**config.mk**
```make
export PLATFORM = sky130hd
export DESIGN_NAME = shift_step_reg
export DESIGN_NICKNAME = d
export VERILOG_FILES = /design/src/rtl/shift_step_pkg.sv /design/src/rtl/shift_step_decode.sv /design/src/rtl/shift_step_lane.sv /design/src/rtl/shift_step_ovf.sv /design/src/rtl/shift_step_reg.sv
export SDC_FILE = /design/constraint.sdc
export NUM_CORES = 1
export LEC_CHECK = 0
export BUFFER_PORTS_ARGS = -buffer_cell sky130_fd_sc_hd__clkbuf_2
export CAP_MARGIN = 20
export CORE_MARGIN = 4
export CORE_UTILIZATION = 30
export CTS_CLUSTER_DIAMETER = 150
export CTS_CLUSTER_SIZE = 30
export DETAILED_ROUTE_END_ITERATION = 8
export GPL_TIMING_DRIVEN = 0
export RECOVER_POWER = 25
export SETUP_SLACK_MARGIN = 0.15
export SLEW_MARGIN = 20
export SYNTH_ARGS = -nofsm -noshare
export SYNTH_HDL_FRONTEND = slang
export SYNTH_SLANG_ARGS = --single-unit
```
**constraint.sdc**
```tcl
create_clock -name clk -period 1.6 [get_ports clk]
set_clock_uncertainty 0.05 [all_clocks]
set_input_delay 0.4 -clock clk [delete_from_list [all_inputs] [get_ports clk]]
set_output_delay 0.4 -clock clk [all_outputs]
set_load 0.05 [all_outputs]
```
**src/rtl/shift_step_pkg.sv**
```systemverilog
package shift_step_pkg;

  typedef enum logic [2:0] {
    MODE_LSL   = 3'b000,
    MODE_LSR   = 3'b001,
    MODE_ROL   = 3'b010,
    MODE_ROR   = 3'b011,
    MODE_ASL   = 3'b100,
    MODE_ASR   = 3'b101,
    MODE_KEEP6 = 3'b110,
    MODE_KEEP7 = 3'b111
  } shift_mode_e;

  typedef enum logic [1:0] {
    DIR_HOLD  = 2'b00,
    DIR_LEFT  = 2'b01,
    DIR_RIGHT = 2'b10
  } shift_dir_e;

endpackage

```
**src/rtl/shift_step_decode.sv**
```systemverilog
module shift_step_decode
  import shift_step_pkg::*;
(
  input  shift_mode_e mode,
  input  logic        msb_bit,
  input  logic        lsb_bit,
  output shift_dir_e  dir,
  output logic        lsb_fill,
  output logic        msb_fill,
  output logic        asl_mode
);

  always_comb begin
    dir      = DIR_HOLD;
    lsb_fill = 1'b0;
    msb_fill = 1'b0;
    asl_mode = 1'b0;
    case (mode)
      MODE_LSL: dir = DIR_LEFT;
      MODE_LSR: dir = DIR_RIGHT;
      MODE_ROL: begin
        dir      = DIR_LEFT;
        lsb_fill = msb_bit;
      end
      MODE_ROR: begin
        dir      = DIR_RIGHT;
        msb_fill = lsb_bit;
      end
      MODE_ASL: begin
        dir      = DIR_LEFT;
        asl_mode = 1'b1;
      end
      MODE_ASR: begin
        dir      = DIR_RIGHT;
        msb_fill = msb_bit;
      end
      default: dir = DIR_HOLD;
    endcase
  end

endmodule

```
**src/rtl/shift_step_lane.sv**
```systemverilog
module shift_step_lane
  import shift_step_pkg::*;
(
  input  shift_dir_e dir,
  input  logic       self_bit,
  input  logic       from_lower,
  input  logic       from_upper,
  output logic       q
);

  always_comb begin
    case (dir)
      DIR_LEFT:  q = from_lower;
      DIR_RIGHT: q = from_upper;
      default:   q = self_bit;
    endcase
  end

endmodule

```
**src/rtl/shift_step_ovf.sv**
```systemverilog
module shift_step_ovf (
  input  logic asl_mode,
  input  logic sign_now,
  input  logic sign_next,
  output logic ovf
);

  assign ovf = asl_mode & (sign_now ^ sign_next);

endmodule

```
**src/rtl/shift_step_reg.sv**
```systemverilog
module shift_step_reg
  import shift_step_pkg::*;
#(
  parameter int WIDTH = 8
) (
  input  logic             clk,
  input  logic             rst,
  input  logic             en,
  input  logic [2:0]       sel,
  input  logic [WIDTH-1:0] din,
  output logic [WIDTH-1:0] dout,
  output logic             ovf
);

  localparam int MSB = WIDTH - 1;

  shift_mode_e      mode;
  shift_dir_e       dir;
  logic             lsb_fill;
  logic             msb_fill;
  logic             asl_mode;
  logic [WIDTH-1:0] shifted;
  logic             ovf_c;

  assign mode = shift_mode_e'(sel);

  shift_step_decode u_decode (
    .mode     (mode),
    .msb_bit  (din[MSB]),
    .lsb_bit  (din[0]),
    .dir      (dir),
    .lsb_fill (lsb_fill),
    .msb_fill (msb_fill),
    .asl_mode (asl_mode)
  );

  for (genvar i = 0; i < WIDTH; i++) begin : g_lane
    logic lower_src;
    logic upper_src;
    if (i == 0) begin : g_low_end
      assign lower_src = lsb_fill;
    end else begin : g_low_mid
      assign lower_src = din[i-1];
    end
    if (i == MSB) begin : g_high_end
      assign upper_src = msb_fill;
    end else begin : g_high_mid
      assign upper_src = din[i+1];
    end
    shift_step_lane u_lane (
      .dir        (dir),
      .self_bit   (din[i]),
      .from_lower (lower_src),
      .from_upper (upper_src),
      .q          (shifted[i])
    );
  end

  shift_step_ovf u_ovf (
    .asl_mode  (asl_mode),
    .sign_now  (din[MSB]),
    .sign_next (din[MSB-1]),
    .ovf       (ovf_c)
  );

  always_ff @(posedge clk) begin
    if (rst) begin
      dout <= '0;
      ovf  <= 1'b0;
    end else if (en) begin
      dout <= shifted;
      ovf  <= ovf_c;
    end
  end

  AST_RESET_CLEARS: assert property (@(posedge clk)
    rst |=> (dout == '0) && !ovf);

  AST_HOLD_WHEN_IDLE: assert property (@(posedge clk) disable iff (rst)
    !en |=> $stable(dout) && $stable(ovf));

  AST_NO_OVERFLOW: assert property (@(posedge clk) disable iff (rst)
    (en && sel != 3'b100) |=> !ovf);

  AST_PASS_THROUGH: assert property (@(posedge clk) disable iff (rst)
    (en && sel[2:1] == 2'b11) |=> dout == $past(din));

  AST_SIGN_KEPT: assert property (@(posedge clk) disable iff (rst)
    (en && sel == 3'b101) |=> dout[MSB] == $past(din[MSB]));

  AST_ROTATE_POPCOUNT: assert property (@(posedge clk) disable iff (rst)
    (en && sel[2:1] == 2'b01) |=> $countones(dout) == $countones($past(din)));

  AST_ASL_ZERO_FILL: assert property (@(posedge clk) disable iff (rst)
    (en && sel == 3'b100) |=> !dout[0]);

endmodule

```
### Word level (Yosys, flattened, before mapping)

Index checks and enable logic that the tools add are counted.

| word-level totals | value |
|---|---|
| bits in read-only memories | 0 |
| latch bits | 0 |
| word-level logic and storage cells | 26 |
| flip-flop bits (word level) | 9 |
| RAM bits | 0 |
| memories kept | 0 |

| operators by class | value |
|---|---|
| multipliers | 0 |
| add/subtract/negate cells | 0 |
| divide/modulo/power cells | 0 |
| order comparisons | 0 |
| equal/unequal tests | 7 |
| muxes and demuxes | 12 |
| reductions and logical operators | 3 |
| bitwise operators | 2 |
| shift operators | 0 |

Operators with widths:

| cell | number |
|---|---|
| case mux 1 bit (2 select lines) | 9 |
| == test 3 x 2 -> 1 bit (second input constant) | 2 |
| == test 3 bit (second input constant) | 2 |
| OR reduction 3 bit | 2 |
| case mux 2 bit (2 select lines) | 1 |
| == test 3 x 1 -> 1 bit (second input constant) | 1 |
| zero test 3 bit | 1 |
| == test 2 x 1 -> 1 bit (second input constant) | 1 |
| == test 2 bit (second input constant) | 1 |
| two-way mux 1 bit | 2 |
| bitwise AND 1 bit | 1 |
| XOR 1 bit | 1 |

### Longest topological paths before layout

| logic depth | value |
|---|---|
| depth after elaboration | 5 |
| mapped depth | 8 |
| gate-level depth less buffers | 7 |

### Hierarchy

From an unflattened synthesis, not the netlist that was laid out.

| unflattened totals | value |
|---|---|
| cell total of the unflattened synthesis | 94 |
| area, all modules | 778.2 sq um |

By module, submodules not included:

| module | cells each | times used | area each (sq um) |
|---|---|---|---|
| shift_step_lane | 7 | 8 | 48.8 |
| shift_step_reg | 29 | 1 | 319.1 |
| shift_step_decode | 7 | 1 | 53.8 |
| shift_step_ovf | 2 | 1 | 15.0 |

### Worst setup path after synthesis

Ideal clock, no wire load.

| timing | value |
|---|---|
| kind | input-to-reg |
| start point | in sel[1] |
| end point | reg dout[0] |
| setup time | 0.086 ns |
| path buffers | 1 |
| arrival | 1.598 ns |
| stages | 8 |
| slack | -0.133 ns |
| cells stage by stage | nand2_1 -> and2_1 -> inv_1 -> ha_1 -> buf_6 -> nand2_1 -> or4b_1 -> a211oi_1 |

| between the ends | value |
|---|---|
| word-level cells in the longest chain between the ends | 5 |

Ends and longest elaborated chain:

| element | line | text |
|---|---|---|
| start, declared | shift_step_reg.sv:9 | `input logic [2:0] sel,` |
| == test 3 x 1 -> 1 bit, or another cell as far along | shift_step_decode.sv:18 | `case (mode)` |
| OR reduction 3 bit (no line) | - |  |
| case mux 2 bit (2 select lines) | shift_step_decode.sv:18 |  |
| == test 2 bit / == test 2 x 1 -> 1 bit (equally long branches) | shift_step_lane.sv:12 | `case (dir)` |
| case mux 1 bit (2 select lines) * | shift_step_lane.sv:12 |  |
| end signal, assigned | shift_step_reg.sv:71 | `dout <= shifted;` |
| end, declared | shift_step_reg.sv:11 | `output logic [WIDTH-1:0] dout,` |

Every way passes the cells marked *; elsewhere a longest branch is shown, timed or not.
A chain may end at the register's enable or synchronous reset.

### Final worst setup path

| timing | value |
|---|---|
| start point | in sel[2] |
| end point | reg dout[0] |

The elaborated chain is that of the path after synthesis.

==> summary.txt <==
Clocking
  • Bufs on Longest Clock Path: 2
  • CTS tree: done
  • Root Buffer: clkbuf_4
  • Latest clock arrival within the worst-skew pair: 260 ps
  • Hold_buf cts: 0
  • Clk sinks: 9
  • CTS H-Tree Depth: 1
  • Cts bufs inserted: 3
  • Clk slew on worst S/H paths: roughly 70 ps

Detailed routing
  • Initial DRC count: 5
  • WL per Instance: around 13 microns
  • DR vias/cell: between 5 and 6
  • Final wirelength: 1.55 mm
  • Total iterations of the first detailed-routing run: 2
  • Number of routed nets with antenna violations: 0
  • DR vias: 617
  • # DRC: 0

Cells and area
  • Commonest cells after routing, fill and taps aside: 17 x clkbuf_2, 9 x dfxtp_1, 6 x nand2_1, 6 x nor3_1
  • Area delta synth->final: 56.5%
  • Non-filler cells, final: 121
  • ANT cells: 0
  • Fraction of layout cells with a size suffix above 1: 0.490
  • Design area: between 800 and 900 sq um
  • Nets: 113
  • Final core utilization: 0.503
  • Most common cell after layout, fill and taps aside: clkbuf_2

Power and ir drop
  • Switch share: 0.365
  • Psw: ~260 uW
  • P_int: 446 uW
  • Sequential share of power: 0.360
  • Leak: between 0.4 and 0.5 nW
  • Combinational power share: 0.384
  • Power per cell area: approximately 790 nW/um^2
  • VDD IR max: between 0.3 and 0.4 mV
  • Clock network fraction of design power: 0.256

Synthesis
  • Avg Synthesized Cell Area: 8.34 sq um
  • Synth top area share: 0.318
  • Synthesized instance count: 68
  • Synthesis-stage register bit count: 9
  • Largest cells by area after synthesis: dfxtp_1 32%, a221oi_1 11%, o22ai_1 5.5%
  • Net Count, Synth: 84
  • Post-synthesis cell type count: 26
  • Register area share after synthesis: 0.318
  • Area leader, netlist: dfxtp_1
  • Synth Warn #: 0
  • Post-Syn Area: 567 sq um

Status
  • Outcome: completed

Worst setup path
  • Buf/Inv on CP: 3
  • Critical Path Fanout Max: 2
  • Largest delay share family, worst path: simple AND/OR/NAND/NOR gates
  • Worst Path Required: 1730 ps
  • Critical path's slowest cell: or4b_4
  • Slowest stage delay, CP: 510 ps
  • CP Data Arrival Time: 1690 ps
  • Critical path cell sequence: clkbuf_16, nand2_4, and2_4, inv_4, ha_4, buf_6, nand2_2, or4b_4, a211oi_2
  • CP Launch Type: input pin
  • Critical path endpoint category: flop
  • Kind of critical path: input pin to flop

Floorplan
  • Die span in x: 51.5 microns
  • Initial Utilization: 0.321
  • Core Area: 1760 sq um
  • Die height: 51.5 microns
  • Die ar.: 2650 sq um
  • IO Count: 23
  • Core Rows: 15

Timing
  • Fin. max-slew vios: 0
  • WHS: 316 ps
  • Min Tclk post-route: 1560 ps
  • Relative max-transition margin: 0.729
  • Max Fclk: 0.642 GHz
  • Tcrit/Tclk final: 0.973
  • Setup violators final: 0
  • RSZ-0062 raised after global routing: true
  • Final Hold Fails: 0
  • Slew @ Worst Pin: 406 ps
  • Setup TNS: 0 ps

Run
  • Max Cap Viol: 0

GRT
  • Largest net degree at the start of global routing: 11
  • Total Routing Usage GR: 0.127
  • Global-route wire length before repair: 2.55 mm
  • Antenna violations before repair: 0
  • GRT overflow: 0
  • Vias in the first global route: approximately 590

Place
  • Dpl cell area: between 700 and 800 sq um
  • GP Congestion: a little over 0.8
  • Final HPWL DP: 1.13 mm
  • IO buf count: 20
  • Placed insts: around 110

Worst hold path
  • Hold Crit Class: input pin to flop
[layout make-up]
type,count,area [sq um]
repair buffers,24,183
multi-input cells,49,393
fillers,195,877
inverters,4,17.5
well taps,25,31.3
flip-flops and latches,9,180
plain buffers,6,56.3
clock buffers,4,26.3
[per-layer routing]
metal | wire, microns | vias up | GRT usage
li1 | - | 311 | -
met1 | 710 | 291 | 0.158
met2 | 756 | 13 | 0.210
met3 | 70 | 2 | 0.0204
met4 | 16 | 0 | 0.0655
met5 | 0 | - | 0
[per-stage QoR]
step / total power [mW] / worst slack (ps)
after floorplan: 0.423 / -91.4
after global placement: 0.480 / -308
after detailed placement: 0.483 / -349
after CTS: 0.705 / -18.3
after global routing: 0.747 / 5.13
final: 0.702 / 43.2
[state kept, by name, summed over array words and instances, names as in the netlist]
name  count
dout      8
ovf       1
[cell families (layout without fill, tap and decap cells)]
family                   count (synthesis)  count (layout)  share of synthesized area
XOR/XNOR                                 1               1                     0.0155
AO/OA/AOI/OAI                           20              20                      0.249
adder cells (fa/ha/maj)                  2               2                     0.0441
AND/OR/NAND/NOR                         26              26                      0.243
flip-flops                               9               9                      0.318
buffers and inverters                   10              38                      0.130
[synthesized netlist by cell type]
master,instances
dfxtp_1,9
nand2_1,8
a221oi_1,7
nor3_1,6
o22ai_1,5
inv_1,4
nand3b_1,3
nor2_1,3
a21oi_1,2
buf_6,2
ha_1,2
nand2b_1,2
o21ai_1,2
a211oi_1,1
a22o_1,1
and2_1,1
buf_4,1
clkbuf_1,1
clkbuf_8,1
clkdlybuf4s15_2,1
nand4_1,1
nand4b_1,1
o211ai_1,1
o21ai_0,1
or4b_1,1
xor2_1,1
[worst paths after layout]
kind / start / to / slack, ps / depth (start not counted)
min reg2reg: ovf / ovf / 410 / 2
min: rst / dout[0] / 320 / 2
max reg2reg: dout[0] / dout[0] / 670 / 2
max: sel[2] / dout[0] / 40 / 9
[power by group through the flow]
stage | logic, mW | clock network [mW] | registers (mW)
2_1_floorplan | 0.0996 | 0 | 0.323
5_1_grt | 0.290 | 0.202 | 0.255
3_3_place_gp | 0.223 | 0 | 0.257
6_report | 0.269 | 0.180 | 0.253
4_1_cts | 0.268 | 0.185 | 0.252
3_5_place_dp | 0.225 | 0 | 0.258
[timing repair]
| action | CTS | global route |
|---|---|---|
| setup buffers | 4 | 0 |
| resized for setup | 20 | 1 |
| pin swaps | 10 | 4 |
| endpoints found under the setup margin | 7 | 7 |
Note: power is estimated with default switching activity, not from simulation.
